## src/rtl/pwm_shutdown_ctrl.sv

```systemverilog
module pwm_shutdown_ctrl #(
  parameter int NSRC = 8
) (
  input  logic            clk,
  input  logic            rst_n,
  input  logic [NSRC-1:0] src_i,
  input  logic [NSRC-1:0] src_en_i,
  input  logic            force_i,
  input  logic            gated_i,
  input  logic            auto_restart_i,
  input  logic            period_strobe_i,
  input  logic            flag_clr_i,
  input  logic            pwm_raw_i,
  output logic            pwm_o,
  output logic            evt_flag_o
);

  logic req, req_q, evt_q, set_now, auto_clr, sw_clr;

  assign req      = (|(src_i & src_en_i)) | force_i;
  assign set_now  = req & (~gated_i | period_strobe_i);
  assign auto_clr = auto_restart_i & period_strobe_i & ~req & ~req_q;
  assign sw_clr   = flag_clr_i & ~req;

  always_ff @(posedge clk or negedge rst_n) begin
    if (!rst_n) begin
      evt_q <= 1'b0;
      req_q <= 1'b0;
    end else begin
      req_q <= req;
      if (set_now)
        evt_q <= 1'b1;
      else if (auto_clr || sw_clr)
        evt_q <= 1'b0;
    end
  end

  assign evt_flag_o = evt_q | set_now;
  assign pwm_o      = pwm_raw_i & ~evt_flag_o;

endmodule

```

## config.mk

```make
export PLATFORM = sky130hd
export DESIGN_NAME = pwm_shutdown_ctrl
export DESIGN_NICKNAME = d
export VERILOG_FILES = /design/src/rtl/pwm_shutdown_ctrl.sv
export SDC_FILE = /design/constraint.sdc
export NUM_CORES = 1
export LEC_CHECK = 0
export ABC_AREA = 1
export ABC_CLOCK_PERIOD_IN_PS = 1100
export BUFFER_PORTS_ARGS = -buffer_cell sky130_fd_sc_hd__buf_2
export CORE_AREA = 5 5 42 44
export DETAILED_ROUTE_END_ITERATION = 8
export DIE_AREA = 0 0 47 49
export GPL_ROUTABILITY_DRIVEN = 0
export SYNTH_ARGS = -nofsm -noshare
export SYNTH_HDL_FRONTEND = slang
export SYNTH_SLANG_ARGS = --single-unit
```

## constraint.sdc

```tcl
create_clock -name clk -period 1.1 [get_ports clk]
set_input_delay 0.275 -clock clk [delete_from_list [all_inputs] [get_ports clk]]
set_output_delay 0.275 -clock clk [all_outputs]
set_load 0.05 [all_outputs]
```

[Yosys cells after proc, flatten, opt, wreduce, memory -nomap -nowiden]
Cells that the tools add are included.
Word-level totals
  register bits after elaboration: 2
  input bits: 24
  output and inout bits: 2
  word-level logic and storage cells: 21
Operators by class
  multiplexer cells: 2
  bitwise gates (word level): 14
  reductions and logical operators: 3
Operators by type and width (number)
  8-bit bitwise AND: 1
  8-bit OR reduction: 1
  1-bit bitwise AND: 6
  1-bit inverter: 4
  1-bit OR: 3
  1-bit 2-to-1 mux: 2
  2-bit nonzero test: 1
  1-bit logical OR: 1

[Longest topological paths before layout]
Gate-level depths: netlist (run 1).
  word-level depth: 9
  depth in mapped cells: 7

[Worst setup path after synthesis (run 1)]
OpenSTA, ideal clock, no wires.
  path type: input -> output
  start: input port src_i[7]
  end: output port pwm_o
  arrival: 1.294 ns
  data required time: 0.825 ns
  path slack: -0.469 ns
  cell stages on the path: 7
  path buffers: 0
  path through: nand2_1 nand2_1 nor2_2 nand3_2 nand2_2 nand2_2 nor2_2
On the way
  cells in the longest elaborated chain, start to end: 7
RTL lines
  from (decl): RTL line 6  | input logic [NSRC-1:0] src_i,
  8-bit bitwise AND: RTL line 20  | assign req = (|(src_i & src_en_i)) | force_i;
  8-bit OR reduction: RTL line 20
  1-bit OR: RTL line 20
  net req: RTL line 18  | logic req, req_q, evt_q, set_now, auto_clr, sw_clr;
  1-bit bitwise AND: RTL line 21  | assign set_now = req & (~gated_i | period_strobe_i);
  1-bit OR: RTL line 38  | assign evt_flag_o = evt_q | set_now;
  net evt_flag_o: RTL line 15  | output logic evt_flag_o
  1-bit inverter: RTL line 39  | assign pwm_o = pwm_raw_i & ~evt_flag_o;
  1-bit bitwise AND: RTL line 39
  to (decl): RTL line 14  | output logic pwm_o,
The timed path passes the listed nets, and every way through them passes these cells.

[Worst setup path in the final report (run 1)]
  start: input port src_i[7]
  end: output port pwm_o
On the way
  cells in the longest elaborated chain, start to end: 7
RTL lines (RTL line)
  8-bit bitwise AND: 20
  8-bit OR reduction: 20
  1-bit OR: 20
  net req: 18
  1-bit bitwise AND: 21
  1-bit OR: 38
  1-bit inverter: 39
  1-bit bitwise AND: 39
The timed path passes the listed nets, and every way through them passes these cells.

==> results.md, run 1 <==
STA:
- The largest clock skew in the final design is 0.00294 ns.
- The final critical-path share of the clock period is 1.23.
- Setup repair after global routing could not meet its margin everywhere.
- Hold is met by 0.337 ns.
- The post-layout worst setup margin is -0.258 ns.
- The setup violation total in the final timing report is 2.
- The shortest clock period the worst path allows after layout is 1.36 ns.
- Static timing analysis puts the maximum clock frequency at 736 MHz.
- The total count of hold-check failures in the final report is 0.
- The number of max-slew violations in the final report is 0.
- At the pin with the least slew margin, the transition time is 0.180 ns.
- The worst pin sits at a relative slew slack of 0.880.

Routing:
- After detailed routing, the number of vias per cell comes to 3.77.
- The number of nets with antenna violations after detailed routing is 0.
- Dividing the detail-routed wire length by the instance count gives 8.54 microns.
- The detailed-route DRC error count is 0.
- The iteration count of the initial detailed-routing pass is 2.
- After the first detailed-routing iteration, the DRC count stood at 1.
- The routed via count is 294.
- For this block, the routed nets add up to 666 microns of wire.

Global routing:
- In the global route stage, overall resource usage came out at 0.0570.
- The number of global-route vias before repair is 297.
- The first global-routing pass estimated 876 microns of wire.
- The remaining global-route overflow is 0.
- The initial antenna violation count came to 0.
- Entering global routing, the biggest net connects 3 pins.

Clock tree:
- The maximum number of buffers from clock root to sink is 2.
- The number of levels the H-tree was split into is 1.
- The cell at the root of the clock tree is sky130_fd_sc_hd__clkbuf_4.
- Clock latency on the worst-skew pair, taken at its later pin, is 0.22 ns.
- Clock-pin slew was measured on the worst setup and hold paths at 0.03 ns.
- The total clock sinks is 2.
- The number of clock buffers added by TritonCTS is 3.
- TritonCTS built the clock tree.

Cells and area:
- In the layout the commonest cells are 14 x sky130_fd_sc_hd__buf_2, 9 x sky130_fd_sc_hd__buf_6, 8 x sky130_fd_sc_hd__nand2_2.
- Registers take 50.0 sq um.
- Compared with the post-synthesis result, the final layout area differs by 172%.
- The library cell used most frequently in the layout, excluding fill and tap cells, is sky130_fd_sc_hd__buf_2.
- The fraction of the core area covered by cells at the end of the flow is 0.353.
- The multi-input combinational cells in the finished layout cover a total of 149 sq um.
- The net count reported at finish is 88.
- In the final layout, the share of cells above drive strength 1 is 0.726.
- 0 antenna diodes ended up in the layout.
- After routing the design area is 494 sq um.
- The filler cell count is 157.

Worst setup path:
- The start point of the critical path is src_i[7].
- Of all nets on the critical path, the largest fanout is 2.
- STA classifies the critical path endpoint as a primary output.
- Data on the critical path is required at its endpoint by 0.82 ns.
- The cell occurring most often along the worst timing path is sky130_fd_sc_hd__nand2_2.
- STA classifies the critical path startpoint as an input pin.
- The worst register-to-register path ends at evt_q.
- The largest single stage delay on the critical path is 0.15 ns.
- The setup slack of the worst register-to-register path is 0.38 ns.
- The worst setup path is of the in -> out kind.
- For the worst setup path, the data arrival time is 1.08 ns.
- Walking the worst path, the cells encountered are buf_6 -> nand2_2 -> nand2_2 -> nor2_2 -> nand3_2 -> nand2_4 -> nand2_8 -> nor2_4 -> buf_8.
- The depth of the worst register-to-register path is 4.
- The cell at the slowest stage of the critical path is sky130_fd_sc_hd__buf_8.
- The startpoint of the worst register-to-register path is req_q.

Die:
- The floorplan has 14 rows.
- The starting density of the core is 0.129.
- The region available for standard cell placement spans 1400 sq um.
- The I/O pin count is 26.
- The vertical die dimension is 49 microns.
- In this run the horizontal extent of the chip is 47 microns.
- The area of the die is 2300 sq um.

Synthesis:
- In this run, distinct cell masters in the synthesized netlist total 9.
- The proportion of netlist area held by the largest area contributor is 0.276.
- The synthesis-stage register bit count is 2.
- In this run the mean area of a mapped cell was 5.85 sq um.
- The Yosys warning count is 0.
- Ranked by total cell area, the synthesized netlist is headed by sky130_fd_sc_hd__dfrtp_1 28%, sky130_fd_sc_hd__nand2_1 27%, sky130_fd_sc_hd__inv_1 14%.
- The number of nets in the synthesized netlist is 55.
- The proportion of synthesized chip area in sequential cells is 0.276.
- The biggest area contributor in the post-synthesis netlist is sky130_fd_sc_hd__dfrtp_1.
- After synthesis the cells add up to 181 sq um.
- The cell count after synthesis is 31.

Outcome:
- The checks that failed: negative setup slack.
- The run finished, with violations left.

Worst hold path:
- The path with the worst hold slack has its endpoint at evt_q.
- The hold path startpoint is flag_clr_i.
- The number of stages on the worst hold path is 4.
- The class of the tightest hold or removal check is in -> reg.

Power and ir drop:
- The leakage component of the power is 0.273 nW.
- The areal power density over the cells is 720 nW/um^2.
- Across the VDD grid, the largest voltage drop is 0.000253 V.

Place:
- The count of buffers added on input and output ports is 25.
- Summing all placed instances gives a cell area of 350 sq um.
- The placed wire-length estimate after detailed placement is 464 microns.

Flow run:
- Max-cap violations in this run came to 0.
## power by group
part / leakage, nW / internal, mW / switching, mW / total [mW]
Sequential: 0.0180 / 0.0764 / 0.000506 / 0.0769
Clock: 0.0138 / 0.120 / 0.0385 / 0.159
Combinational: 0.241 / 0.0731 / 0.0472 / 0.120
Total: 0.273 / 0.270 / 0.0863 / 0.356
## registers in the layout (all words and copies together) (netlist names)
register / cells
evt_q: 1
req_q: 1
## synth_stat cells
cell,count
sky130_fd_sc_hd__inv_1,7
sky130_fd_sc_hd__nand2_2,2
sky130_fd_sc_hd__dfrtp_1,2
sky130_fd_sc_hd__nor2_2,3
sky130_fd_sc_hd__nor2_1,1
sky130_fd_sc_hd__a31oi_1,1
sky130_fd_sc_hd__nand3_2,1
sky130_fd_sc_hd__nand2_1,13
sky130_fd_sc_hd__a21oi_1,1
## how the worst max path moves through the flow
stage / end / cells after the start
after global placement: pwm_o / 9
after floorplan: pwm_o / 7
final: pwm_o / 9
after global routing: pwm_o / 9
after detailed placement: pwm_o / 9
after CTS: pwm_o / 9
## routing by layer
metal  global-route usage  wire (microns)  share of wire
met1               0.0308             164           0.25
met2                0.102             406           0.61
met3               0.0369              95           0.14
met4               0.0553               0              0
met5                    0               0              0
## area by class of cell
| class | count | area share |
|---|---|---|
| multi-input combinational | 22 | 0.301 |
| sequential | 2 | 0.101 |
| timing repair buffer | 28 | 0.458 |
| inverter | 7 | 0.0532 |
| clock buffer | 3 | 0.0456 |
| tap | 16 | 0.0405 |
## worst max-delay path: cells and delay by family
| family | cells | cell delay, ns |
|---|---|---|
| and+or+nand+nor | 7 | 0.56 |
| buffers and inverters | 2 | 0.24 |
## metrics by stage
stage | std cells | setup slack (ns) | TNS [ns] | total power, mW
2_1_floorplan | 31 | -0.244 | -0.244 | 0.117
3_3_place_gp | 72 | -0.385 | -0.640 | 0.159
3_5_place_dp | 72 | -0.386 | -0.637 | 0.160
4_1_cts | 78 | -0.264 | -0.503 | 0.351
5_1_grt | 78 | -0.320 | -0.550 | 0.384
6_report | 78 | -0.258 | -0.432 | 0.356
## cells by family after synthesis
| family | synth area share |
|---|---|
| AOI/OAI and AO/OA | 0.0621 |
| buffers and inverters | 0.145 |
| DFF | 0.276 |
| and+or+nand+nor | 0.517 |
## what timing repair did
item,CTS,global route
hold buffers,1,0
gates resized for setup,10,15
endpoints found under the hold margin,2,0
setup endpoints to repair,2,2
buffers inserted,2,0
pin swaps,7,5
(Power assumes the default switching activity.)
==> inputs of run 2 (changes only) <==
--- a/config.mk
+++ b/config.mk
@@ -6,12 +6,13 @@
 export NUM_CORES = 1
 export LEC_CHECK = 0
 export ABC_AREA = 1
-export ABC_CLOCK_PERIOD_IN_PS = 1100
+export ABC_CLOCK_PERIOD_IN_PS = 1700
 export BUFFER_PORTS_ARGS = -buffer_cell sky130_fd_sc_hd__buf_2
 export CORE_AREA = 5 5 42 44
 export DETAILED_ROUTE_END_ITERATION = 8
 export DIE_AREA = 0 0 47 49
 export GPL_ROUTABILITY_DRIVEN = 0
+export REMOVE_ABC_BUFFERS = 1
 export SYNTH_ARGS = -nofsm -noshare
 export SYNTH_HDL_FRONTEND = slang
 export SYNTH_SLANG_ARGS = --single-unit
==> constraint.sdc (replaced) <==
create_clock -name clk -period 1.7 [get_ports clk]
set_input_delay 0.425 -clock clk [delete_from_list [all_inputs] [get_ports clk]]
set_output_delay 0.425 -clock clk [all_outputs]
set_load 0.05 [all_outputs]
==> run 2 against run 1 <==
The flow now finishes without violations. Sequential share of layout area up 3.0 points. Combinational power down 57%. Global-route usage down 0.28 points. First-iteration DRC count down 100%. Die area unchanged. Clock skew down 0.0026 ns. Core utilization down 8.1 points. Worst hold slack better by 0.15 ns. Largest power group unchanged.
==> results.md, run 2 (synthesis gave the netlist of run 1 again) <==
Power and ir drop:
- The leakage component of the power is 0.243 nW (was 0.273 nW).
- The worst supply voltage drop on vdd came to 0.000107 V (was 0.000253 V).
- The areal power density over the cells is 544 nW/um^2 (was 720 nW/um^2).

Routing:
- The total wire length after detailed routing is 561 microns (was 666 microns).
- The detailed router's first-iteration violation count is 0 (was 1).
- The detailed-route DRC error count is 0 (unchanged).
- The routed via count divided by cell count is 3.52 (was 3.77).
- The routed via count came to 271 (was 294).
- The iteration count of the initial detailed-routing pass is 1 (was 2).
- The number of nets with antenna violations after detailed routing is 0 (unchanged).
- The routed length per instance is 7.29 microns (was 8.54 microns).

Clock tree:
- The maximum number of buffers from clock root to sink came to 2 (unchanged).
- The clock-pin slew on the worst setup and hold paths is 0.03 ns (about the same).
- The total clock sinks is 2 (unchanged).
- The clock latency on the worst-skew pair is 0.22 ns (about the same).
- The number of CTS-inserted buffers is 3 (unchanged).
- The clock tree from TritonCTS is built (unchanged).
- The number of levels the H-tree was split into is 1 (unchanged).
- The cell at the root of the clock tree is sky130_fd_sc_hd__clkbuf_4 (unchanged).

Worst setup path:
- The maximum fanout along the worst path came to 3 (was 2).
- The category of the critical setup timing path is in -> out (unchanged).
- The critical path startpoint category is an input pin (unchanged).
- The setup slack of the worst register-to-register path is 0.97 ns (was 0.38 ns).
- The depth of the worst register-to-register path is 4 (unchanged).
- The capturing point of the worst reg2reg path is evt_q (unchanged).
- The data arrival time of the worst path is 1.23 ns (was 1.08 ns).
- The required time at the worst-slack endpoint is 1.27 ns (was 0.82 ns).
- The endpoint class of the critical path is a primary output (unchanged).
- The startpoint of the worst register-to-register path is req_q (unchanged).

STA:
- The final critical-path share of the clock period is 0.975.
- The largest clock skew in the final design is 0.000345 ns (was 0.00294 ns).
- The slew at the pin with the worst max-slew slack is 0.159 ns (was 0.180 ns).
- Unrepaired setup endpoints after global routing: yes (unchanged).
- The total count of hold-check failures in the final report came to 0 (unchanged).
- The number of max-slew violations in the final report is 0 (unchanged).
- The setup violation total in the final timing report was 0 (was 2).
- The shortest clock period the worst path allows after layout is 1.66 ns.
- The worst-case headroom to the max-slew limit is 0.894 (was 0.880).
- The worst hold slack across all endpoints is 0.484 ns (was 0.337 ns).
- Static timing analysis puts the maximum clock frequency at 604 MHz.
- The post-layout worst setup margin is 0.0432 ns (was -0.258 ns).

Cells and area:
- Largest registers in the final layout: evt_q (1), req_q (1) (unchanged).
- The net count reported at finish is 87 (was 88).
- The most common cell after layout, fill and taps aside is sky130_fd_sc_hd__buf_2 (unchanged).
- The area used by sequential logic in the layout is 50.0 sq um (unchanged).
- Most frequent cells in the layout: 23 x sky130_fd_sc_hd__buf_2, 13 x sky130_fd_sc_hd__nand2_1, 7 x sky130_fd_sc_hd__inv_1 (was 14 x sky130_fd_sc_hd__buf_2, 9 x sky130_fd_sc_hd__buf_6, 8 x sky130_fd_sc_hd__nand2_2).
- The area of combinational cells with multiple inputs was 110 sq um (was 149 sq um).
- The fraction of the core area covered by cells at the end of the flow was 0.271 (was 0.353).
- The layout overhead on the synthesized area is 110% (was 172%).
- The filler cell count was 166 (was 157).
- The fraction of layout cells with a size suffix above 1 is 0.574 (was 0.726).
- The number of antenna repair diodes is 0 (unchanged).
- The number of standard cells in the final layout excluding fillers is 77 (was 78).

Die:
- The vertical die dimension was 49 microns (unchanged).
- The area of the core is 1400 sq um (unchanged).
- The I/O pin count is 26 (unchanged).
- The die span in x is 47 microns (unchanged).
- The area of the die is 2300 sq um (unchanged).
- The floorplan row count is 14 (unchanged).
- The starting density of the core is 0.129 (unchanged).

Place:
- The number of buffer cells added on primary ports is 25 (unchanged).
- The worst setup slack before clock tree synthesis is -0.0432 ns (was -0.386 ns).
- The placed wire-length estimate after detailed placement is 482 microns (was 464 microns).
- The total placed cells including tap cells is 72 (unchanged).

Global routing:
- The initial antenna violation count is 0 (unchanged).
- The wire length of the first global-routing pass was 814 microns (was 876 microns).
- The global-route total usage across every layer came to 0.0543 (was 0.0570).
- The number of global-route vias before repair is 231 (was 297).
- The remaining global-route overflow is 0 (unchanged).
- The pin count of the biggest net entering global routing is 4 (was 3).

Worst hold path:
- The endpoint of the worst hold-timing path is evt_q (unchanged).
- The number of stages on the worst hold path is 4 (unchanged).
- The hold path startpoint was flag_clr_i (unchanged).
- The class of the tightest hold or removal check is in -> reg (unchanged).

Outcome:
- Status: completed (was complete, but fails checks).

Flow run:
- The number of max-capacitance violations reported was 0 (unchanged).
==> run 2: cell count changes in the layout (fill, tap and decap cells not counted), sizes merged <==
cell | before | now
clkbuf | 3 | 4
buf | 27 | 25
==> run 2: layout make-up <==
type,count,area share
timing repair buffer,27,0.398
tap,16,0.0526
sequential,2,0.132
multi-input combinational,22,0.289
clock buffer,3,0.0592
inverter,7,0.0691
==> run 2: repair_timing <==
item,CTS,global route
buffers inserted,0,1
endpoints found under the hold margin,2,0
endpoints found under the setup margin,1,1
pin swaps,0,1
resized for setup,1,3
hold buffers,1,0
==> run 2: worst max path at each step <==
stage	to	slack, ns	cells after the start	from
after global placement	pwm_o	-0.02	9	src_i[7]
after global routing	pwm_o	-0.06	9	src_i[7]
after floorplan	pwm_o	-0.17	7	src_i[7]
after detailed placement	pwm_o	-0.04	9	src_i[7]
final	pwm_o	0.04	9	src_i[7]
after CTS	pwm_o	0.01	9	src_i[7]
==> run 2: critical path: stages <==
cell and delay [ns]:
sky130_fd_sc_hd__buf_2 0.10, sky130_fd_sc_hd__nand2_1 0.05, sky130_fd_sc_hd__nand2_1 0.05, sky130_fd_sc_hd__nor2_2 0.12
sky130_fd_sc_hd__nand3_2 0.11, sky130_fd_sc_hd__nand2_2 0.08, sky130_fd_sc_hd__nand2_2 0.06, sky130_fd_sc_hd__nor2_4 0.08
sky130_fd_sc_hd__buf_6 0.15
==> run 2: power breakdown <==
group	switching [mW]	leakage [nW]	total [mW]	internal (mW)
Sequential	0.000357	0.0180	0.0498	0.0494
Combinational	0.0219	0.212	0.0516	0.0297
Clock	0.0276	0.0138	0.106	0.0779
==> run 2: routing by layer <==
layer | share of wire | wire length (microns) | vias to the layer above | GRT usage
met1 | 0.28 | 158 | 102 | 0.0485
met2 | 0.50 | 282 | 15 | 0.0747
li1 | - | - | 150 | -
met3 | 0.15 | 82 | 4 | 0.00369
met5 | 0 | 0 | - | 0
met4 | 0.066 | 37 | 0 | 0.0968
==> run 2: per-stage QoR <==
step / TNS (ns) / instance area (sq um) / total power, mW
floorplan: -0.169 / 181 / 0.0709
global placement: -0.0197 / 327 / 0.0979
detailed placement: -0.0432 / 327 / 0.0989
CTS: 0 / 362 / 0.212
global route: -0.0773 / 380 / 0.225
finish: 0 / 380 / 0.207
